## config.mk

```make
export PLATFORM = sky130hd
export DESIGN_NAME = rx_addr_filter
export DESIGN_NICKNAME = d
export VERILOG_FILES = /design/src/rtl/rxaf_pkg.sv /design/src/rtl/rxaf_cmp.sv /design/src/rtl/rxaf_ctrl.sv /design/src/rtl/rxaf_out.sv /design/src/rtl/rx_addr_filter.sv
export SDC_FILE = /design/constraint.sdc
export NUM_CORES = 1
export LEC_CHECK = 0
export BUFFER_PORTS_ARGS = -buffer_cell sky130_fd_sc_hd__buf_2
export CAP_MARGIN = 20
export CORE_MARGIN = 2
export CORE_UTILIZATION = 48
export DETAILED_ROUTE_END_ITERATION = 8
export PLACE_DENSITY_LB_ADDON = 0.1
export RECOVER_POWER = 25
export SYNTH_ARGS = -nofsm -noshare
export SYNTH_HDL_FRONTEND = slang
export SYNTH_HIERARCHICAL = 1
export SYNTH_SLANG_ARGS = --single-unit
```

## constraint.sdc

```tcl
create_clock -name clk -period 2.6 [get_ports clk]
set_clock_uncertainty 0.1 [all_clocks]
set_input_delay 0.52 -clock clk [delete_from_list [all_inputs] [get_ports clk]]
set_output_delay 0.52 -clock clk [all_outputs]
set_load 0.03 [all_outputs]
```

## src/rtl/rxaf_pkg.sv

```systemverilog
package rxaf_pkg;
   typedef enum logic [1:0] {
      ST_HUNT = 2'd0,
      ST_ADDR = 2'd1,
      ST_PASS = 2'd2,
      ST_DROP = 2'd3
   } rxaf_state_e;
endpackage

```

## src/rtl/rxaf_cmp.sv

```systemverilog
module rxaf_cmp #(
   parameter int          W         = 8,
   parameter bit          BCAST_EN  = 1'b1,
   parameter logic [W-1:0] BCAST_VAL = '1
) (
   input  logic [W-1:0] addr,
   input  logic         en,
   input  logic [W-1:0] station,
   output logic         hit
);
   logic own_hit;
   logic bc_hit;

   assign own_hit = (addr == station);

   generate
      if (BCAST_EN) begin : g_bcast
         assign bc_hit = (addr == BCAST_VAL);
      end else begin : g_nobcast
         assign bc_hit = 1'b0;
      end
   endgenerate

   assign hit = !en || own_hit || bc_hit;
endmodule

```

## src/rtl/rxaf_ctrl.sv

```systemverilog
module rxaf_ctrl
   import rxaf_pkg::*;
#(
   parameter int W = 8
) (
   input  logic         clk,
   input  logic         rst_n,
   input  logic         flush,
   input  logic         sof,
   input  logic         eof,
   input  logic         valid,
   input  logic         match_en,
   input  logic [W-1:0] match_val,
   input  logic         hit,
   output logic         en_q,
   output logic [W-1:0] val_q,
   output rxaf_state_e  state,
   output logic         wr_en,
   output logic         eof_acc
);
   rxaf_state_e nxt;
   logic        byte_beat;

   assign byte_beat = valid && !flush && !sof && !eof;

   always_comb begin
      nxt = state;
      if (flush)
         nxt = ST_HUNT;
      else if (sof)
         nxt = ST_ADDR;
      else if (eof)
         nxt = ST_HUNT;
      else if (valid && state == ST_ADDR)
         nxt = hit ? ST_PASS : ST_DROP;
   end

   assign wr_en   = byte_beat &&
                    (state == ST_PASS || (state == ST_ADDR && hit));
   assign eof_acc = eof && !flush && !sof && state == ST_PASS;

   always_ff @(posedge clk or negedge rst_n) begin
      if (!rst_n) begin
         state <= ST_HUNT;
         en_q  <= 1'b0;
         val_q <= '0;
      end else begin
         state <= nxt;
         if (sof && !flush) begin
            en_q  <= match_en;
            val_q <= match_val;
         end
      end
   end

   // captured settings only move on a start marker
   a_r7_settings_hold: assert property (@(posedge clk) disable iff (!rst_n)
      !sof |=> ($stable(en_q) && $stable(val_q)));
endmodule

```

## src/rtl/rxaf_out.sv

```systemverilog
module rxaf_out #(
   parameter int W = 8
) (
   input  logic         clk,
   input  logic         rst_n,
   input  logic         wr_en,
   input  logic         eof_acc,
   input  logic [W-1:0] data,
   output logic         out_wr,
   output logic         out_eof,
   output logic [W-1:0] out_data
);
   always_ff @(posedge clk or negedge rst_n) begin
      if (!rst_n) begin
         out_wr   <= 1'b0;
         out_eof  <= 1'b0;
         out_data <= '0;
      end else begin
         out_wr  <= wr_en;
         out_eof <= eof_acc;
         if (wr_en)
            out_data <= data;
      end
   end
endmodule

```

## src/rtl/rx_addr_filter.sv

```systemverilog
module rx_addr_filter
   import rxaf_pkg::*;
#(
   parameter int           W         = 8,
   parameter bit           BCAST_EN  = 1'b1,
   parameter logic [W-1:0] BCAST_VAL = '1
) (
   input  logic         clk,
   input  logic         rst_n,
   input  logic         rx_flush,
   input  logic         match_en,
   input  logic [W-1:0] match_val,
   input  logic         in_sof,
   input  logic         in_eof,
   input  logic         in_valid,
   input  logic [W-1:0] in_data,
   output logic         out_wr,
   output logic [W-1:0] out_data,
   output logic         out_eof
);
   generate
      if (W < 1) begin : g_bad_width
         $error("rx_addr_filter: W must be at least 1");
      end
   endgenerate

   logic         en_q;
   logic [W-1:0] val_q;
   logic         hit;
   logic         wr_en;
   logic         eof_acc;
   rxaf_state_e  state;

   rxaf_cmp #(.W(W), .BCAST_EN(BCAST_EN), .BCAST_VAL(BCAST_VAL)) u_cmp (
      .addr    (in_data),
      .en      (en_q),
      .station (val_q),
      .hit     (hit)
   );

   rxaf_ctrl #(.W(W)) u_ctrl (
      .clk       (clk),
      .rst_n     (rst_n),
      .flush     (rx_flush),
      .sof       (in_sof),
      .eof       (in_eof),
      .valid     (in_valid),
      .match_en  (match_en),
      .match_val (match_val),
      .hit       (hit),
      .en_q      (en_q),
      .val_q     (val_q),
      .state     (state),
      .wr_en     (wr_en),
      .eof_acc   (eof_acc)
   );

   rxaf_out #(.W(W)) u_out (
      .clk      (clk),
      .rst_n    (rst_n),
      .wr_en    (wr_en),
      .eof_acc  (eof_acc),
      .data     (in_data),
      .out_wr   (out_wr),
      .out_eof  (out_eof),
      .out_data (out_data)
   );

   // a discarded frame writes nothing
   a_r4_drop_silent: assert property (@(posedge clk) disable iff (!rst_n)
      (state == ST_DROP && in_valid && !in_sof && !rx_flush) |=> !out_wr);

   // hunting ignores stray bytes
   a_r8_hunt_quiet: assert property (@(posedge clk) disable iff (!rst_n)
      (state == ST_HUNT && !in_sof) |=> !out_wr);

   // flush silences the next cycle
   a_r9_flush_quiet: assert property (@(posedge clk) disable iff (!rst_n)
      rx_flush |=> (!out_wr && !out_eof));

   // end pulse only follows an end marker
   a_r10_eof_source: assert property (@(posedge clk) disable iff (!rst_n)
      out_eof |-> $past(in_eof));

   // every write traces to a byte one cycle earlier
   a_r11_wr_follows_valid: assert property (@(posedge clk) disable iff (!rst_n)
      out_wr |-> $past(in_valid));
endmodule

```

==> Word-level counts from Yosys, hierarchy flattened <==
Cells that the tools add are included.
{ "totals": {"regBits": 21, "latch_bits": 0, "ramBits": 0, "mem_bits_ro": 0, "in_bits": 23, "output_inout_bits": 10, "mem_count": 0} }
{ "classes": {"add_sub_neg": 0, "multipliers": 0, "n_div": 0, "magnitude_cmp": 0, "n_eq_ne": 4, "n_shift": 0, "mux": 5, "bitwise": 0, "reduce_logical": 18} }
{ "op_table": {"columns": ["cell", "n"], "rows": [
  ["logical AND 1 bit", 10],
  ["equality test 8 bit", 1],
  ["equality test 8 bit, second input constant", 1],
  ["two-way mux 2 bit", 4],
  ["zero test 1 bit", 4],
  ["nonzero test 4 bit", 1],
  ["logical OR 1 bit", 3],
  ["equality test 2 x 1 -> 1 bit, second input constant", 1],
  ["equality test 2 bit, second input constant", 1],
  ["two-way mux 1 bit", 1]
]} }

==> Depth between registers and ports, before layout <==
{ "logic_depth": {"depth_word": 8, "ltp_mapped": 7, "mapped_depth_nobuf": 6} }

==> Modules after synthesis <==
The synthesis kept the hierarchy.
{ "by_module_without_submodules": {"columns": ["module", "instances", "cells_per_inst", "area_per_inst_um2", "seq_area_each_um2"], "rows": [
  ["rxaf_ctrl", 1, 33, 469.2, 275.3],
  ["rxaf_out", 1, 19, 381.6, 250.2],
  ["rxaf_cmp", 1, 14, 107.6, 0.0]
]} }

==> Worst setup path before layout <==
Ideal clock, no wire load.
{ "synth_path": {"path_kind": "input to register", "start": "input port in_data[4]", "end": "register u_out.out_data[0]", "setup_time_ns": 0.125, "arrival_time_ns": 1.835, "t_required_ns": 2.375, "setup_slack_ns": 0.539, "cell_stages": 7, "n_path_buf": 1, "path_cell_list": "xor2_1 nor4_1 a41o_1 nand3b_1 a21oi_1 buf_6 mux2_4"} }
{ "synth_via": {"elab_chain_len": 6} }
{ "synth_rtl": {"columns": ["item", "line_no", "source"], "rows": [
  ["from (decl)", "rx_addr_filter.sv:16", "input logic [W-1:0] in_data,"],
  ["equality test 8 bit", "rxaf_cmp.sv:14", "assign own_hit = (addr == station);"],
  ["logical OR 1 bit", "rxaf_cmp.sv:24", "assign hit = !en || own_hit || bc_hit;"],
  ["logical OR 1 bit *", "rxaf_cmp.sv:24", null],
  ["named net hit", "rx_addr_filter.sv:29", "logic hit;"],
  ["logical AND 1 bit *", "rxaf_ctrl.sv:39", "(state == ST_PASS || (state == ST_ADDR && hit));"],
  ["logical OR 1 bit *", "rxaf_ctrl.sv:39", null],
  ["logical AND 1 bit *", "rxaf_ctrl.sv:38", "assign wr_en = byte_beat &&"],
  ["named net wr_en", "rx_addr_filter.sv:30", "logic wr_en;"],
  ["to (signal assigned)", "rxaf_out.sv:22", "out_data <= data;"],
  ["to (decl)", "rxaf_out.sv:11", "output logic [W-1:0] out_data"]
]} }
The timed path passes the listed nets; every way through them passes the cells marked *.
A chain may end at the register's enable or synchronous reset.

==> Worst setup path in the final report <==
{ "layout_path": {"start": "register u_ctrl.val_q[3]", "end": "register u_out.out_data[4]"} }
{ "layout_via": {"elab_chain_len": 6} }
{ "layout_rtl": {"columns": ["item", "line_no", "source"], "rows": [
  ["from (decl)", "rxaf_ctrl.sv:16", "output logic [W-1:0] val_q,"],
  ["from (signal assigned)", "rxaf_ctrl.sv:51", "val_q <= match_val;"],
  ["equality test 8 bit", "rxaf_cmp.sv:14", null],
  ["logical OR 1 bit (2 in a row)", "rxaf_cmp.sv:24", null],
  ["named net hit", "rx_addr_filter.sv:29", null],
  ["logical AND 1 bit", "rxaf_ctrl.sv:39", null],
  ["logical OR 1 bit", "rxaf_ctrl.sv:39", null],
  ["logical AND 1 bit", "rxaf_ctrl.sv:38", null],
  ["named net wr_en", "rx_addr_filter.sv:30", null]
]} }
The timed path passes the listed nets, and every way through them passes these cells.

==> impl_metrics.py <==
metrics = {
    "critical_path": {
        "crit_slowest_cell": "dfrtp_1",
        "worstPathMaxFanout": 9,
        "reg2regPathDepth": 7,
        "end_kind": "flip-flop",
        "critPathMaxStageDelay_ns": 0.42,
        "crit_chain": "xor2_1 > nor4_1 > a41o_1 > nand3b_1 > a21oi_1 > buf_4 > mux2_4",
        "crit_arrival_ns": 2.15,
        "start_kind": "flip-flop",
        "path_class": "reg -> reg",
        "cp.required_ns": 2.68,
    },
    "timing": {
        "slew_headroom_pct": 29.7,
        "rsz0062_at_grt": "false",
        "drv_slew": 0,
        "fmax_mhz": 484,
        "fin_crit_ns": 2.06,
        "fin_crit_sh_pct": 79.4,
        "setup-tns-final_ns": 0,
        "timing.final.hold_violations": 0,
        "setup_viol": 0,
        "worstMarginPinSlew_ns": 1.05,
    },
    "power": {
        "intPower_uw": 531,
        "p_comb_share_pct": 26.9,
        "powerDensity_mw_per_mm2": 640,
        "switching_share_pct": 29.3,
        "leakagePower_nw": 0.574,
        "ir_drop_mv": 0.369,
        "p_total_uw": 752,
        "p_seq_share_pct": 53.6,
        "p_switching_uw": 220,
        "clockPowerShare_pct": 19.5,
    },
    "grt": {
        "grt_start_max_net_pins": 22,
        "grtUsageMet1_pct": 19.9,
        "grt_usage_pct": 15.7,
        "grt-busiest-layer": "met2",
        "antenna_found_initial": 0,
        "grtUsageMet3_pct": 5.25,
        "grt.overflow.total": 0,
        "met2_usage_pct": 24.2,
        "first_global_vias": 634,
        "grt_pass1_wl_um": 2820,
    },
    "place": {
        "hpwl_um": 1300,
        "gp_congestion": 0.712,
        "dpl.cell_count": 125,
        "post_dp_cell_area_mm2": 0.00115,
        "port_buffers": 32,
    },
    "yosys": {
        "synth_most_common_cell": "dfrtp_1",
        "synth_warnings": 6,
        "postSynthAreaPerCell_um2": 14.5,
        "netlist_area_um2": 958,
        "synth_nets": 89,
        "synth.top_cell.area_share_pct": 54.8,
        "synth.mux.area_fraction_pct": 23.1,
        "synthCells": 66,
        "ys_types": 21,
        "yosys_register_bits": 21,
        "synthArstFlopShare_pct": 100,
        "synth_top_family_by_area": "multiplexers",
        "seq_area_frac_synth_pct": 54.8,
        "ys.flop_type": "dfrtp_1",
        "synth_xor_area_share_pct": 7.31,
        "synth_top_area_cell": "dfrtp_1",
        "synth_commonest_cells": "dfrtp_1 (21), mux2_2 (9), mux2_4 (8)",
        "synth_simple_gate_area_share_pct": 9.01,
        "synth_fa_ha_area_share_pct": 0,
        "synth_compound_area_share_pct": 3.39,
        "synth_edf_count": 0,
        "ys_top_cells_by_area": "dfrtp_1 (55%), mux2_4 (13%), mux2_2 (11%), xor2_1 (5.5%), xnor2_1 (1.8%)",
    },
    "layout": {
        "final_area_mm2": 0.00117,
        "antenna_cells": 0,
        "final_cells": 129,
        "layout-drive-gt1-share_pct": 52.9,
        "utilization_pct": 61.1,
        "final_nets": 126,
        "area_growth_pct": 22.5,
    },
    "floorplan": {
        "die_y_um": 48.7,
        "initial_core_util_pct": 49.9,
        "dieArea_mm2": 0.00237,
        "rows": 16,
        "io_pins": 33,
        "die_x_um": 48.7,
        "core-area_mm2": 0.00192,
    },
    "route": {
        "drc_errors": 0,
        "routed_via_density": 4.80,
        "drtIter0Drc": 5,
        "ant_nets": 0,
        "firstDrtPassIters": 4,
        "vias": 619,
        "wl_per_cell_um": 12.7,
        "wl_um": 1640,
    },
    "clock_network": {
        "cts_tree": "done",
        "ctsHoldBuffers": 0,
        "clk_latency_ns": 0.29,
        "cts_max_level": 1,
        "post-cts-setup-buffers": 0,
        "clock_sinks": 21,
        "cts_buffer_depth": 2,
        "root_buffer": "clkbuf_4",
        "cts_buffers": 3,
        "cts_resized": 0,
        "clk_pin_slew_ns": 0.10,
    },
    "flow_run": {
        "maxCapViolCount": 0,
    },
    "outcome": {
        "status": "complete, no violations",
    },
    "hold_path": {
        "min_path_type": "in -> async",
    },
}
[per-layer routing]
metal	part of all wire (%)	routed length, um	vias to the layer above
met4	1.2	19	0
met3	6.8	111	2
met5	0	0	-
met1	48	778	292
met2	44	728	19
li1	-	-	306
[worst paths after layout]
check | from | slack, ns | endpoint
max | u_ctrl/val_q[3]$_DFFE_PN0P_ | 0.54 | u_out/out_data[4]$_DFFE_PN0P_
min reg2reg | u_out/out_data[5]$_DFFE_PN0P_ | 0.42 | u_out/out_data[5]$_DFFE_PN0P_
min | rst_n | 0.29 | u_out/out_data[2]$_DFFE_PN0P_
max in group asynchronous | rst_n | 1.48 | u_ctrl/en_q$_DFFE_PN0P_
min in group clk | in_eof | 0.32 | u_ctrl/state[1]$_DFFE_PN0P_
max reg2reg | u_ctrl/val_q[3]$_DFFE_PN0P_ | 0.54 | u_out/out_data[4]$_DFFE_PN0P_
[power by group through the flow]
| stage | sequential, mW | combinational, mW | clock (mW) |
|---|---|---|---|
| finish | 0.403 | 0.202 | 0.146 |
| global route | 0.410 | 0.217 | 0.173 |
| CTS | 0.404 | 0.204 | 0.154 |
| detailed placement | 0.411 | 0.203 | 0 |
| global placement | 0.409 | 0.200 | 0 |
| floorplan | 0.456 | 0.0876 | 0 |
[cell usage in the layout, fill, tap and decap left out, types with 2 or more instances in the layout]
cell	n
buf_4	2
xnor2_1	2
nor4_1	2
dfrtp_1	21
clkbuf_1	2
mux2_2	9
clkbuf_4	3
nand4_1	2
nand2b_1	2
buf_2	31
xor2_1	6
mux2_4	8
a21oi_1	2
[worst max-delay path: cells and delay by family, from the launching register on]
family                 cells  cell delay [ns]
AND/OR/NAND/NOR            2             0.36
buffers and inverters      1             0.22
AO/OA/AOI/OAI              2             0.37
flip-flops                 1             0.42
multiplexers               1             0.32
XOR/XNOR                   1             0.17
[registers in the layout, summed over array words and instances, names as in the netlist]
register,flops
u_ctrl/en_q,1
u_out/out_wr,1
u_out/out_eof,1
u_ctrl/val_q,8
u_ctrl/state,2
u_out/out_data,8
[per-stage QoR]
| step | setup WS, ns | hold WS (ns) |
|---|---|---|
| CTS | 0.519 | 0.0666 |
| detailed placement | 0.307 | 0.390 |
| floorplan | 0.539 | 0.124 |
| global placement | 0.324 | 0.391 |
| global route | 0.357 | 0.302 |
| finish | 0.536 | 0.290 |
[cells by family (layout without fill, tap and decap cells)]
group           after synthesis  after routing
flops                        21             21
compound gates                5              5
buf+inv                       3             39
xor+xnor                      8              8
simple gates                 12             12
mux                          17             17
[layout make-up]
cell class | instances | area, um^2
Clock buffer | 4 | 26.3
Fill cell | 169 | 748
Inverter | 1 | 3.75
Multi-Input combinational cell | 42 | 410
Sequential cell | 21 | 526
Tap cell | 27 | 33.8
Timing Repair Buffer | 34 | 174
Power figures use the tool's default switching activity.
